==> config.mk <==
export PLATFORM = sky130hd
export DESIGN_NAME = frame_tx
export DESIGN_NICKNAME = d
export VERILOG_FILES = /design/src/rtl/frame_tx_pkg.sv /design/src/rtl/frame_tx_hold.sv /design/src/rtl/frame_tx_shift.sv /design/src/rtl/frame_tx_loop.sv /design/src/rtl/frame_tx.sv
export SDC_FILE = /design/constraint.sdc
export NUM_CORES = 1
export LEC_CHECK = 0
export BUFFER_PORTS_ARGS = -buffer_cell sky130_fd_sc_hd__buf_4
export CAP_MARGIN = 20
export CORE_ASPECT_RATIO = 1.1
export CORE_MARGIN = 2
export CORE_UTILIZATION = 55
export DETAILED_ROUTE_END_ITERATION = 10
export GPL_ROUTABILITY_DRIVEN = 0
export HOLD_SLACK_MARGIN = 0.15
export PLACE_DENSITY = 0.8
export SYNTH_ARGS = -nofsm -noshare
export SYNTH_HDL_FRONTEND = slang
export SYNTH_SLANG_ARGS = --single-unit
export TNS_END_PERCENT = 5
==> constraint.sdc <==
create_clock -name clk -period 5.55 [get_ports clk]
set_input_delay 0.2775 -clock clk [delete_from_list [all_inputs] [get_ports clk]]
set_output_delay 0.2775 -clock clk [all_outputs]
set_load 0.1 [all_outputs]
==> src/rtl/frame_tx_pkg.sv <==
package frame_tx_pkg;

  typedef enum logic [1:0] {
    LM_NORMAL = 2'd0,
    LM_ECHO   = 2'd1,
    LM_LOCAL  = 2'd2,
    LM_REMOTE = 2'd3
  } loop_mode_e;

  typedef enum logic [1:0] {
    PM_NONE  = 2'd0,
    PM_EVEN  = 2'd1,
    PM_ODD   = 2'd2,
    PM_FIXED = 2'd3
  } par_mode_e;

  typedef enum logic [2:0] {
    ST_IDLE  = 3'd0,
    ST_START = 3'd1,
    ST_DATA  = 3'd2,
    ST_PAR   = 3'd3,
    ST_STOP  = 3'd4,
    ST_BREAK = 3'd5
  } tx_state_e;

  localparam int LEN_W = 2;

endpackage

==> src/rtl/frame_tx_hold.sv <==
module frame_tx_hold #(
  parameter int DATA_W = 8
) (
  input  logic              clk,
  input  logic              rst,
  input  logic              wr_valid,
  input  logic [DATA_W-1:0] wr_data,
  input  logic              take,
  output logic [DATA_W-1:0] hold_data,
  output logic              hold_full
);

  always_ff @(posedge clk) begin
    if (rst) begin
      hold_full <= 1'b0;
      hold_data <= '0;
    end else if (take) begin
      hold_full <= 1'b0;
    end else if (wr_valid && !hold_full) begin
      hold_full <= 1'b1;
      hold_data <= wr_data;
    end
  end


  write_fills_chk: assert property (@(posedge clk) disable iff (rst)
    (wr_valid && !hold_full) |=> hold_full);


  take_needs_byte_chk: assert property (@(posedge clk) disable iff (rst)
    take |-> hold_full);


  full_write_drop_chk: assert property (@(posedge clk) disable iff (rst)
    (hold_full && !take) |=> $stable(hold_data));

endmodule

==> src/rtl/frame_tx_shift.sv <==
module frame_tx_shift
  import frame_tx_pkg::*;
#(
  parameter int DATA_W = 8,
  parameter int OVS    = 16
) (
  input  logic                   clk,
  input  logic                   rst,
  input  logic                   tick,
  input  logic                   tx_en,
  input  logic                   hold_full,
  input  logic [DATA_W-1:0]      hold_data,
  input  logic [LEN_W-1:0]       len_code,
  input  logic [1:0]             par_mode,
  input  logic                   par_lvl,
  input  logic [$clog2(OVS):0]   stop_frac,
  input  logic                   brk_start,
  input  logic                   brk_stop,
  output logic                   take,
  output logic                   ser
);

  localparam int CNT_W = $clog2(2 * OVS);
  localparam int IDX_W = $clog2(DATA_W);
  localparam int SL_W  = $clog2(OVS) + 1;

  tx_state_e         state;
  logic [CNT_W-1:0]  cnt;
  logic [IDX_W-1:0]  bit_idx;
  logic [IDX_W-1:0]  last_idx;
  logic [DATA_W-1:0] shreg;
  logic              par_en_q;
  logic              par_bit_q;
  logic [CNT_W-1:0]  stop_last;
  logic              brk_req;

  logic              start_ok;
  logic              brk_go;
  logic              bit_end;
  logic              stop_end;
  logic [IDX_W-1:0]  last_idx_nx;
  logic [SL_W-1:0]   frac_clip;
  logic              par_calc;
  par_mode_e         pm;

  always_comb begin
    pm          = par_mode_e'(par_mode);
    start_ok    = tx_en && hold_full && !brk_req;
    brk_go      = tx_en && brk_req;
    bit_end     = tick && (cnt == CNT_W'(OVS - 1));
    stop_end    = tick && (cnt == stop_last);
    take        = start_ok && tick &&
                  ((state == ST_IDLE) || (state == ST_STOP && cnt == stop_last));
    last_idx_nx = IDX_W'(DATA_W - 4) + IDX_W'(len_code);
    frac_clip   = (stop_frac > SL_W'(OVS)) ? SL_W'(OVS) : stop_frac;
    par_calc    = 1'b0;
    for (int i = 0; i < DATA_W; i++) begin
      if (IDX_W'(i) <= last_idx_nx) par_calc = par_calc ^ hold_data[i];
    end
  end

  // frame settings captured when a byte enters the shifter
  always_ff @(posedge clk) begin
    if (rst) begin
      shreg     <= '0;
      last_idx  <= '0;
      par_en_q  <= 1'b0;
      par_bit_q <= 1'b0;
      stop_last <= CNT_W'(OVS - 1);
    end else if (take) begin
      shreg     <= hold_data;
      last_idx  <= last_idx_nx;
      par_en_q  <= (pm != PM_NONE);
      stop_last <= CNT_W'(OVS - 1) + CNT_W'(frac_clip);
      case (pm)
        PM_EVEN:  par_bit_q <= par_calc;
        PM_ODD:   par_bit_q <= ~par_calc;
        PM_FIXED: par_bit_q <= par_lvl;
        default:  par_bit_q <= 1'b0;
      endcase
    end else if (state == ST_DATA && bit_end) begin
      shreg <= shreg >> 1;
    end
  end

  always_ff @(posedge clk) begin
    if (rst)            brk_req <= 1'b0;
    else if (brk_stop)  brk_req <= 1'b0;
    else if (brk_start) brk_req <= 1'b1;
  end

  always_ff @(posedge clk) begin
    if (rst) begin
      state   <= ST_IDLE;
      cnt     <= '0;
      bit_idx <= '0;
    end else begin
      case (state)
        ST_IDLE: begin
          cnt <= '0;
          if (tick) begin
            if (brk_go)        state <= ST_BREAK;
            else if (start_ok) state <= ST_START;
          end
        end
        ST_START: begin
          if (bit_end) begin
            cnt     <= '0;
            bit_idx <= '0;
            state   <= ST_DATA;
          end else if (tick) begin
            cnt <= cnt + 1'b1;
          end
        end
        ST_DATA: begin
          if (bit_end) begin
            cnt <= '0;
            if (bit_idx == last_idx) state <= par_en_q ? ST_PAR : ST_STOP;
            else                     bit_idx <= bit_idx + 1'b1;
          end else if (tick) begin
            cnt <= cnt + 1'b1;
          end
        end
        ST_PAR: begin
          if (bit_end) begin
            cnt   <= '0;
            state <= ST_STOP;
          end else if (tick) begin
            cnt <= cnt + 1'b1;
          end
        end
        ST_STOP: begin
          if (stop_end) begin
            cnt <= '0;
            if (brk_go)        state <= ST_BREAK;
            else if (start_ok) state <= ST_START;
            else               state <= ST_IDLE;
          end else if (tick) begin
            cnt <= cnt + 1'b1;
          end
        end
        ST_BREAK: begin
          cnt <= '0;
          if (brk_stop) state <= ST_IDLE;
        end
        default: state <= ST_IDLE;
      endcase
    end
  end

  always_comb begin
    case (state)
      ST_START: ser = 1'b0;
      ST_DATA:  ser = shreg[0];
      ST_PAR:   ser = par_bit_q;
      ST_BREAK: ser = 1'b0;
      default:  ser = 1'b1;
    endcase
  end


  brk_after_char_chk: assert property (@(posedge clk) disable iff (rst)
    (state == ST_BREAK && $past(state) != ST_BREAK) |->
      ($past(state) == ST_IDLE || $past(state) == ST_STOP));


  start_needs_en_chk: assert property (@(posedge clk) disable iff (rst)
    (state == ST_START && $past(state) != ST_START) |-> $past(tx_en));


  bit_cnt_range_chk: assert property (@(posedge clk) disable iff (rst)
    (state == ST_START || state == ST_DATA || state == ST_PAR) |-> (cnt < CNT_W'(OVS)));


  stop_cnt_range_chk: assert property (@(posedge clk) disable iff (rst)
    (state == ST_STOP) |-> (cnt <= stop_last));

endmodule

==> src/rtl/frame_tx_loop.sv <==
module frame_tx_loop
  import frame_tx_pkg::*;
(
  input  logic       clk,
  input  logic       rst,
  input  logic [1:0] loop_mode,
  input  logic       ser,
  input  logic       rxd_in,
  output logic       txd_out,
  output logic       rx_path
);

  loop_mode_e lm;
  assign lm = loop_mode_e'(loop_mode);

  always_ff @(posedge clk) begin
    if (rst) begin
      txd_out <= 1'b1;
      rx_path <= 1'b1;
    end else begin
      case (lm)
        LM_ECHO: begin
          txd_out <= rxd_in;
          rx_path <= rxd_in;
        end
        LM_LOCAL: begin
          txd_out <= 1'b1;
          rx_path <= ser;
        end
        LM_REMOTE: begin
          txd_out <= rxd_in;
          rx_path <= 1'b1;
        end
        default: begin
          txd_out <= ser;
          rx_path <= rxd_in;
        end
      endcase
    end
  end


  echo_follow_chk: assert property (@(posedge clk) disable iff (rst)
    (lm == LM_ECHO) |=> (txd_out == $past(rxd_in) && rx_path == $past(rxd_in)));


  local_mark_chk: assert property (@(posedge clk) disable iff (rst)
    (lm == LM_LOCAL) |=> txd_out);


  remote_iso_chk: assert property (@(posedge clk) disable iff (rst)
    (lm == LM_REMOTE) |=> (rx_path && txd_out == $past(rxd_in)));

endmodule

==> src/rtl/frame_tx.sv <==
module frame_tx
  import frame_tx_pkg::*;
#(
  parameter int DATA_W = 8,
  parameter int OVS    = 16
) (
  input  logic                 clk,
  input  logic                 rst,
  input  logic                 tick16,
  input  logic                 tx_en,
  input  logic                 wr_valid,
  input  logic [DATA_W-1:0]    wr_data,
  output logic                 tx_ready,
  input  logic [1:0]           len_code,
  input  logic [1:0]           par_mode,
  input  logic                 par_lvl,
  input  logic [$clog2(OVS):0] stop_frac,
  input  logic [1:0]           loop_mode,
  input  logic                 brk_start,
  input  logic                 brk_stop,
  input  logic                 rxd_in,
  output logic                 txd_out,
  output logic                 rx_path
);

  logic [DATA_W-1:0] hold_data;
  logic              hold_full;
  logic              take;
  logic              ser;

  frame_tx_hold #(.DATA_W(DATA_W)) hold_i (
    .clk       (clk),
    .rst       (rst),
    .wr_valid  (wr_valid),
    .wr_data   (wr_data),
    .take      (take),
    .hold_data (hold_data),
    .hold_full (hold_full)
  );

  frame_tx_shift #(.DATA_W(DATA_W), .OVS(OVS)) shift_i (
    .clk       (clk),
    .rst       (rst),
    .tick      (tick16),
    .tx_en     (tx_en),
    .hold_full (hold_full),
    .hold_data (hold_data),
    .len_code  (len_code),
    .par_mode  (par_mode),
    .par_lvl   (par_lvl),
    .stop_frac (stop_frac),
    .brk_start (brk_start),
    .brk_stop  (brk_stop),
    .take      (take),
    .ser       (ser)
  );

  frame_tx_loop loop_i (
    .clk       (clk),
    .rst       (rst),
    .loop_mode (loop_mode),
    .ser       (ser),
    .rxd_in    (rxd_in),
    .txd_out   (txd_out),
    .rx_path   (rx_path)
  );

  assign tx_ready = ~hold_full;

endmodule

=== After elaboration in Yosys (flattened, before gate mapping) ===
Index checks and enable logic that the tools add are counted.

* Word-level logic and storage cells: 122
* Bits in read-only memories: 0
* RAM bits: 0
* Flip-flop bits (word level): 41
* Bits in latches: 0
* Output and inout bits: 3
* Memories kept: 0

* Mux-type cells: 36
* $lt $le $gt $ge: 9
* Add/subtract/negate cells: 4
* Equal/unequal tests: 23
* Reduce and logical (&&, ||, !) cells: 27
* Div/mod/pow operators: 0
* Shifts and indexed selects: 0
* Multiply operators: 0
* Bitwise logic cells: 10

{| class="wikitable"
|+ Operators by type and width
! operator !! number
|-
| $mux 3 || 14
|-
| $mux 5 || 4
|-
| $pmux 3 s6 || 1
|-
| $mux 8 || 2
|-
| $pmux 5 s3 || 1
|-
| $le 3x3->1 const A || 4
|-
| $logic_and 1x1->1 || 10
|-
| $reduce_or 2->1 || 5
|-
| $mux 1 || 9
|-
| $eq 2x2->1 const B || 4
|-
| $ne 2x1->1 const B || 4
|-
| $ne 2x2->1 const B || 4
|-
| $reduce_and 8->1 || 1
|-
| $xor 1x1->1 || 7
|-
| $eq 3x2->1 const B || 2
|-
| $eq 3x3->1 const B || 2
|-
| $le 1x3->1 const A || 2
|-
| $le 2x3->1 const A || 2
|-
| $pmux 1 s3 || 2
|-
| $pmux 3 s2 || 1
|-
| $reduce_bool 2->1 || 3
|-
| $add 4x5->5 const A || 1
|-
| $add 5x1->5 const B || 1
|-
| $eq 5x4->1 const B || 1
|-
| other kinds (17) || 22
|}

=== Logic depth before layout (Yosys ltp) ===
* Word-level depth: 19
* Mapped depth: 8
* Depth with buffers taken out: 8

=== Cells and area by module ===
From an unflattened synthesis, not the netlist that was laid out.

* Cell total of the unflattened synthesis: 261
* Area, all modules: 2182.1 um2

{| class="wikitable"
|+ Modules (own cells, without submodules)
! module !! instances !! cells each !! area each (um2)
|-
| frame_tx_shift || 1 || 214 || 1699.1
|-
| frame_tx_hold || 1 || 38 || 397.9
|-
| frame_tx_loop || 1 || 8 || 81.3
|-
| frame_tx || 1 || 1 || 3.8
|}

=== Worst setup path before layout ===
Ideal clock, no wire load.

* Path type: reg-to-reg
* Start point: reg shift_i.cnt[0]
* End point: reg shift_i.state[1]
* Cell stages (with the launch flop): 9
* Buffers on the path: 0
* Path slack: 3748 ps
* Arrival: 1679 ps
* Library setup time: 123 ps
* Cell sequence: dfxtp_1 ha_1 and3_1 ha_1 o21ai_0 o31ai_1 a21oi_1 nor3b_2 mux2_1

* Word-level cells in the longest chain between the ends: 4
* Elaborated cells on any way between the ends: 9
* Classes of those cells: eq/ne: 6; reduce/logical: 3

{| class="wikitable"
|+ Ends and longest elaborated chain
! item !! line !! RTL
|-
| start: declaration || frame_tx_shift.sv:28 || <nowiki>logic [CNT_W-1:0] cnt;</nowiki>
|-
| start signal: assignment || frame_tx_shift.sv:112 || <nowiki>cnt <= cnt + 1'b1;</nowiki>
|-
| start signal: assignment || frame_tx_shift.sv:121 || <nowiki>cnt <= cnt + 1'b1;</nowiki>
|-
| start signal: assignment || frame_tx_shift.sv:129 || <nowiki>cnt <= cnt + 1'b1;</nowiki>
|-
| $eq 5x5->1 or $eq 5x4->1 (tied branches) || frame_tx_shift.sv:51, frame_tx_shift.sv:50 ||
|-
| $logic_and 1x1->1 (on tied branches) || frame_tx_shift.sv:51, frame_tx_shift.sv:50 ||
|-
| $ne 2x1->1 (no source line) || n/a ||
|-
| $reduce_and 8->1 (no source line) (*) || n/a ||
|-
| end signal: assignment || frame_tx_shift.sv:118 || <nowiki>if (bit_idx == last_idx) state <= par_en_q ? ST_PAR : ST_STOP;</nowiki>
|-
| end: declaration || frame_tx_shift.sv:27 || <nowiki>tx_state_e state;</nowiki>
|}

Every way passes the cells marked *; elsewhere a longest branch is shown, timed or not.
A chain may end at the register's enable or synchronous reset.

=== Worst setup path in the final report ===
* Start point: reg shift_i.cnt[0]
* End point: reg shift_i.bit_idx[0]

* Word-level cells in the longest chain between the ends: 4
* Elaborated cells on any way between the ends: 5
* Classes of those cells: eq/ne: 3; reduce/logical: 2

{| class="wikitable"
|+ Ends and longest elaborated chain
! item !! line !! RTL
|-
| $eq 5x4->1 (*) || frame_tx_shift.sv:50 || <nowiki>bit_end = tick && (cnt == CNT_W'(OVS - 1));</nowiki>
|-
| $logic_and 1x1->1 (*) || frame_tx_shift.sv:50 ||
|-
| $ne 2x1->1 (no source line) || n/a ||
|-
| $reduce_and 4->1 (no source line) (*) || n/a ||
|-
| end signal: assignment || frame_tx_shift.sv:119 || <nowiki>else bit_idx <= bit_idx + 1'b1;</nowiki>
|-
| end: declaration || frame_tx_shift.sv:29 || <nowiki>logic [IDX_W-1:0] bit_idx;</nowiki>
|}

Marked as above.

==> out/qor.csv <==
metric,value,unit
outcome,finished clean,
path_class,flop to flop,
htreeDepth,2,
hold_path_depth,2,
syn-num-nets,274,
final-hold-violation-count,0,
coreArea,3684,sq um
leakage,0.0009313,uW
synth-seq-cells,41,
synth_warnings,0,
synth_top_cell_by_area,dfxtp_1,
drive_gt1_share,17.54,%
synth-async-reset-ratio,0,%
fin_nets,299,
antenna_found_initial,0,
cts_resized,0,
synth_cells,242,
synthToLayoutAreaGrowth,16.50,%
ys.flop_type,dfxtp_1,
avgSynthCellArea,8.774,sq um
std_cell_rows,23,
slew_headroom,38.36,%
synth_top_area_share,38.66,%
routed_wl,4553,um
grt_pass1_vias,1750,
use_met3,2.936,%
clock_tree.root_cell,clkbuf_8,
synth_cell_types,49,
crit_required,5.73,ns
cts.clk_slew.worst_paths,0.08,ns
die_area,4374,sq um
worstPathArrival,2.21,ns
dp_hpwl,3254,um
grt_max_degree,32,
clkLatencyLatePin,0.30,ns
cp-end-kind,flop,
rsz0062_at_grt,false,
cp_top_family,simple AND/OR/NAND/NOR gates,
holdCritPathClass,primary input to flop,
io_pins,31,
tns,0,ns
cp-start-kind,flop,
initial_utilization,57.64,%
vias,1892,
cts-buffers-inserted,5,
drt-vias-per-instance,5.950,
ant_nets,0,
ff2ff_path_depth,8,
register_area,820.8,sq um
synth_area_leaders,"dfxtp_1 (39%), mux2i_1 (6.1%), a21oi_1 (4.7%), xor2_1 (4.1%), nor2_1 (3.9%)",
die_x,63.24,um
post_cts_buffers,0,
crit_buf_inv,0,
fin_util,67.15,%
path_depth,8,
path_cells,ha_1 > and3_1 > ha_1 > nand2_1 > nor3_1 > nor2_1 > mux2i_1 > nor2_1,
post-route-period-util,36.66,%
met1_usage,29.90,%
synth_edf_count,0,
timing.fmax,491.5,MHz
postCtsHoldBufs,0,
internal-power,492.7,uW
switching_share,24.41,%
max_stage_delay,0.41,ns
grt_pass1_wl,8031,um
cts.sinks,41,
drt-wirelength-per-cell,14.32,um
fill_cells,330,
clock_skew,0.005404,ns
grt_overflow,0,
drc,0,
netlist_top_cells_count,"dfxtp_1 (41), nor2_1 (22), a21oi_1 (20)",
diodes,0,
worst_slew_pin_slew,0.9196,ns
drt-pass1-iter-count,4,
numPortBuffers,30,
ir_drop,0.1506,mV
crit_fanout,4,
drt_iter0_drc,130,
cts_tree,built,
netlist_area,2123,sq um
power.switching,159.1,uW
setup_viol,0,
grt.busiest_layer,met2,
cp_slowest_cell,dfxtp_1,
stdcell_count,318,
cap_violations,0,
synth.most_common_cell,dfxtp_1,
clock_path_buffers,2,
p_comb_share,13.6,%
p_per_area,263.5,nW/um^2
met2_usage,37.47,%
power_frac_seq,48.1,%
grt_util_all_layers,22.51,%
drv_slew,0,
dieHeight,69.17,um
finalCriticalPeriod,2.035,ns
multi_input_area,1215,sq um
power_frac_clock,38.3,%
dp_cells,310,
ys_seq_area_share,38.66,%
## area by class of cell
cell class | instances | area share, %
inverter | 9 | 1.366
sequential | 41 | 33.18
timing repair buffer | 30 | 9.105
multi-input combinational | 180 | 49.12
clock buffer | 7 | 3.490
clock inverter | 1 | 1.214
tap | 50 | 2.529
## layer usage
layer	part of all wire, %	up-vias
met2	48	56
met5	0	-
met3	5.9	9
li1	-	920
met1	44	907
met4	1.6	0
## power groups by stage
stage	sequential, uW	combinational (uW)	clock [uW]
finish	313	88.9	250
global route	315	97.6	263
CTS	313	89.2	253
detailed placement	320	88.7	0
global placement	320	88.0	0
floorplan	323	56.9	0
## worst paths after layout
kind                     start            endpoint  slack [ns]
max             shift_i.cnt[0]  shift_i.bit_idx[0]        3.52
min                   brk_stop     shift_i.brk_req        0.15
max reg2reg     shift_i.cnt[0]  shift_i.bit_idx[0]        3.52
min reg2reg  shift_i.par_bit_q   shift_i.par_bit_q        0.49
## placed cells by master (no fill, tap or decap), types with 3 or more instances in the layout
cell type	Yosys	layout
dfxtp_1	41	41
buf_4	1	30
nor2_1	22	22
a21oi_1	20	20
nand2_1	13	13
mux2i_1	13	13
o211ai_1	11	11
xor2_1	10	10
nor3_1	9	9
inv_1	8	8
o21ai_1	8	8
xnor2_1	8	8
nand3_1	8	8
o21ai_0	7	7
a32oi_1	6	6
clkbuf_8	0	6
nand2b_1	4	4
nor2b_1	4	4
ha_1	4	4
nor3_2	3	3
nor4_1	3	3
## state kept, by name, indices dropped and copies added (netlist names)
register and count:
hold_i.hold_data 8, hold_i.hold_full 1, loop_i.rx_path 1, loop_i.txd_out 1
shift_i.bit_idx 3, shift_i.brk_req 1, shift_i.cnt 5, shift_i.last_idx 3
shift_i.par_bit_q 1, shift_i.par_en_q 1, shift_i.shreg 8, shift_i.state 3
shift_i.stop_last 5
## stage by stage
stage | cell area (sq um) | worst slack [ns] | power (uW) | hold WS, ns
6_report | 2474 | 3.515 | 651.8 | 0.1523
5_1_grt | 2474 | 3.350 | 675.6 | 0.1642
4_1_cts | 2474 | 3.518 | 655.2 | 0.1521
3_5_place_dp | 2357 | 3.550 | 408.8 | 0.4644
3_3_place_gp | 2357 | 3.628 | 407.9 | 0.4591
2_1_floorplan | 2123 | 3.748 | 379.5 | 0.3568
## kinds of logic (layout without fill, tap and decap cells)
group | after synthesis | in the layout | synth area share (%)
compound gates | 67 | 67 | 20.92
xor+xnor | 19 | 19 | 8.485
simple gates | 76 | 76 | 18.80
fa+ha+maj | 4 | 4 | 2.357
buf+inv | 21 | 47 | 4.125
flops | 41 | 41 | 38.66
mux | 14 | 14 | 6.659
Power figures use the tool's default switching activity.
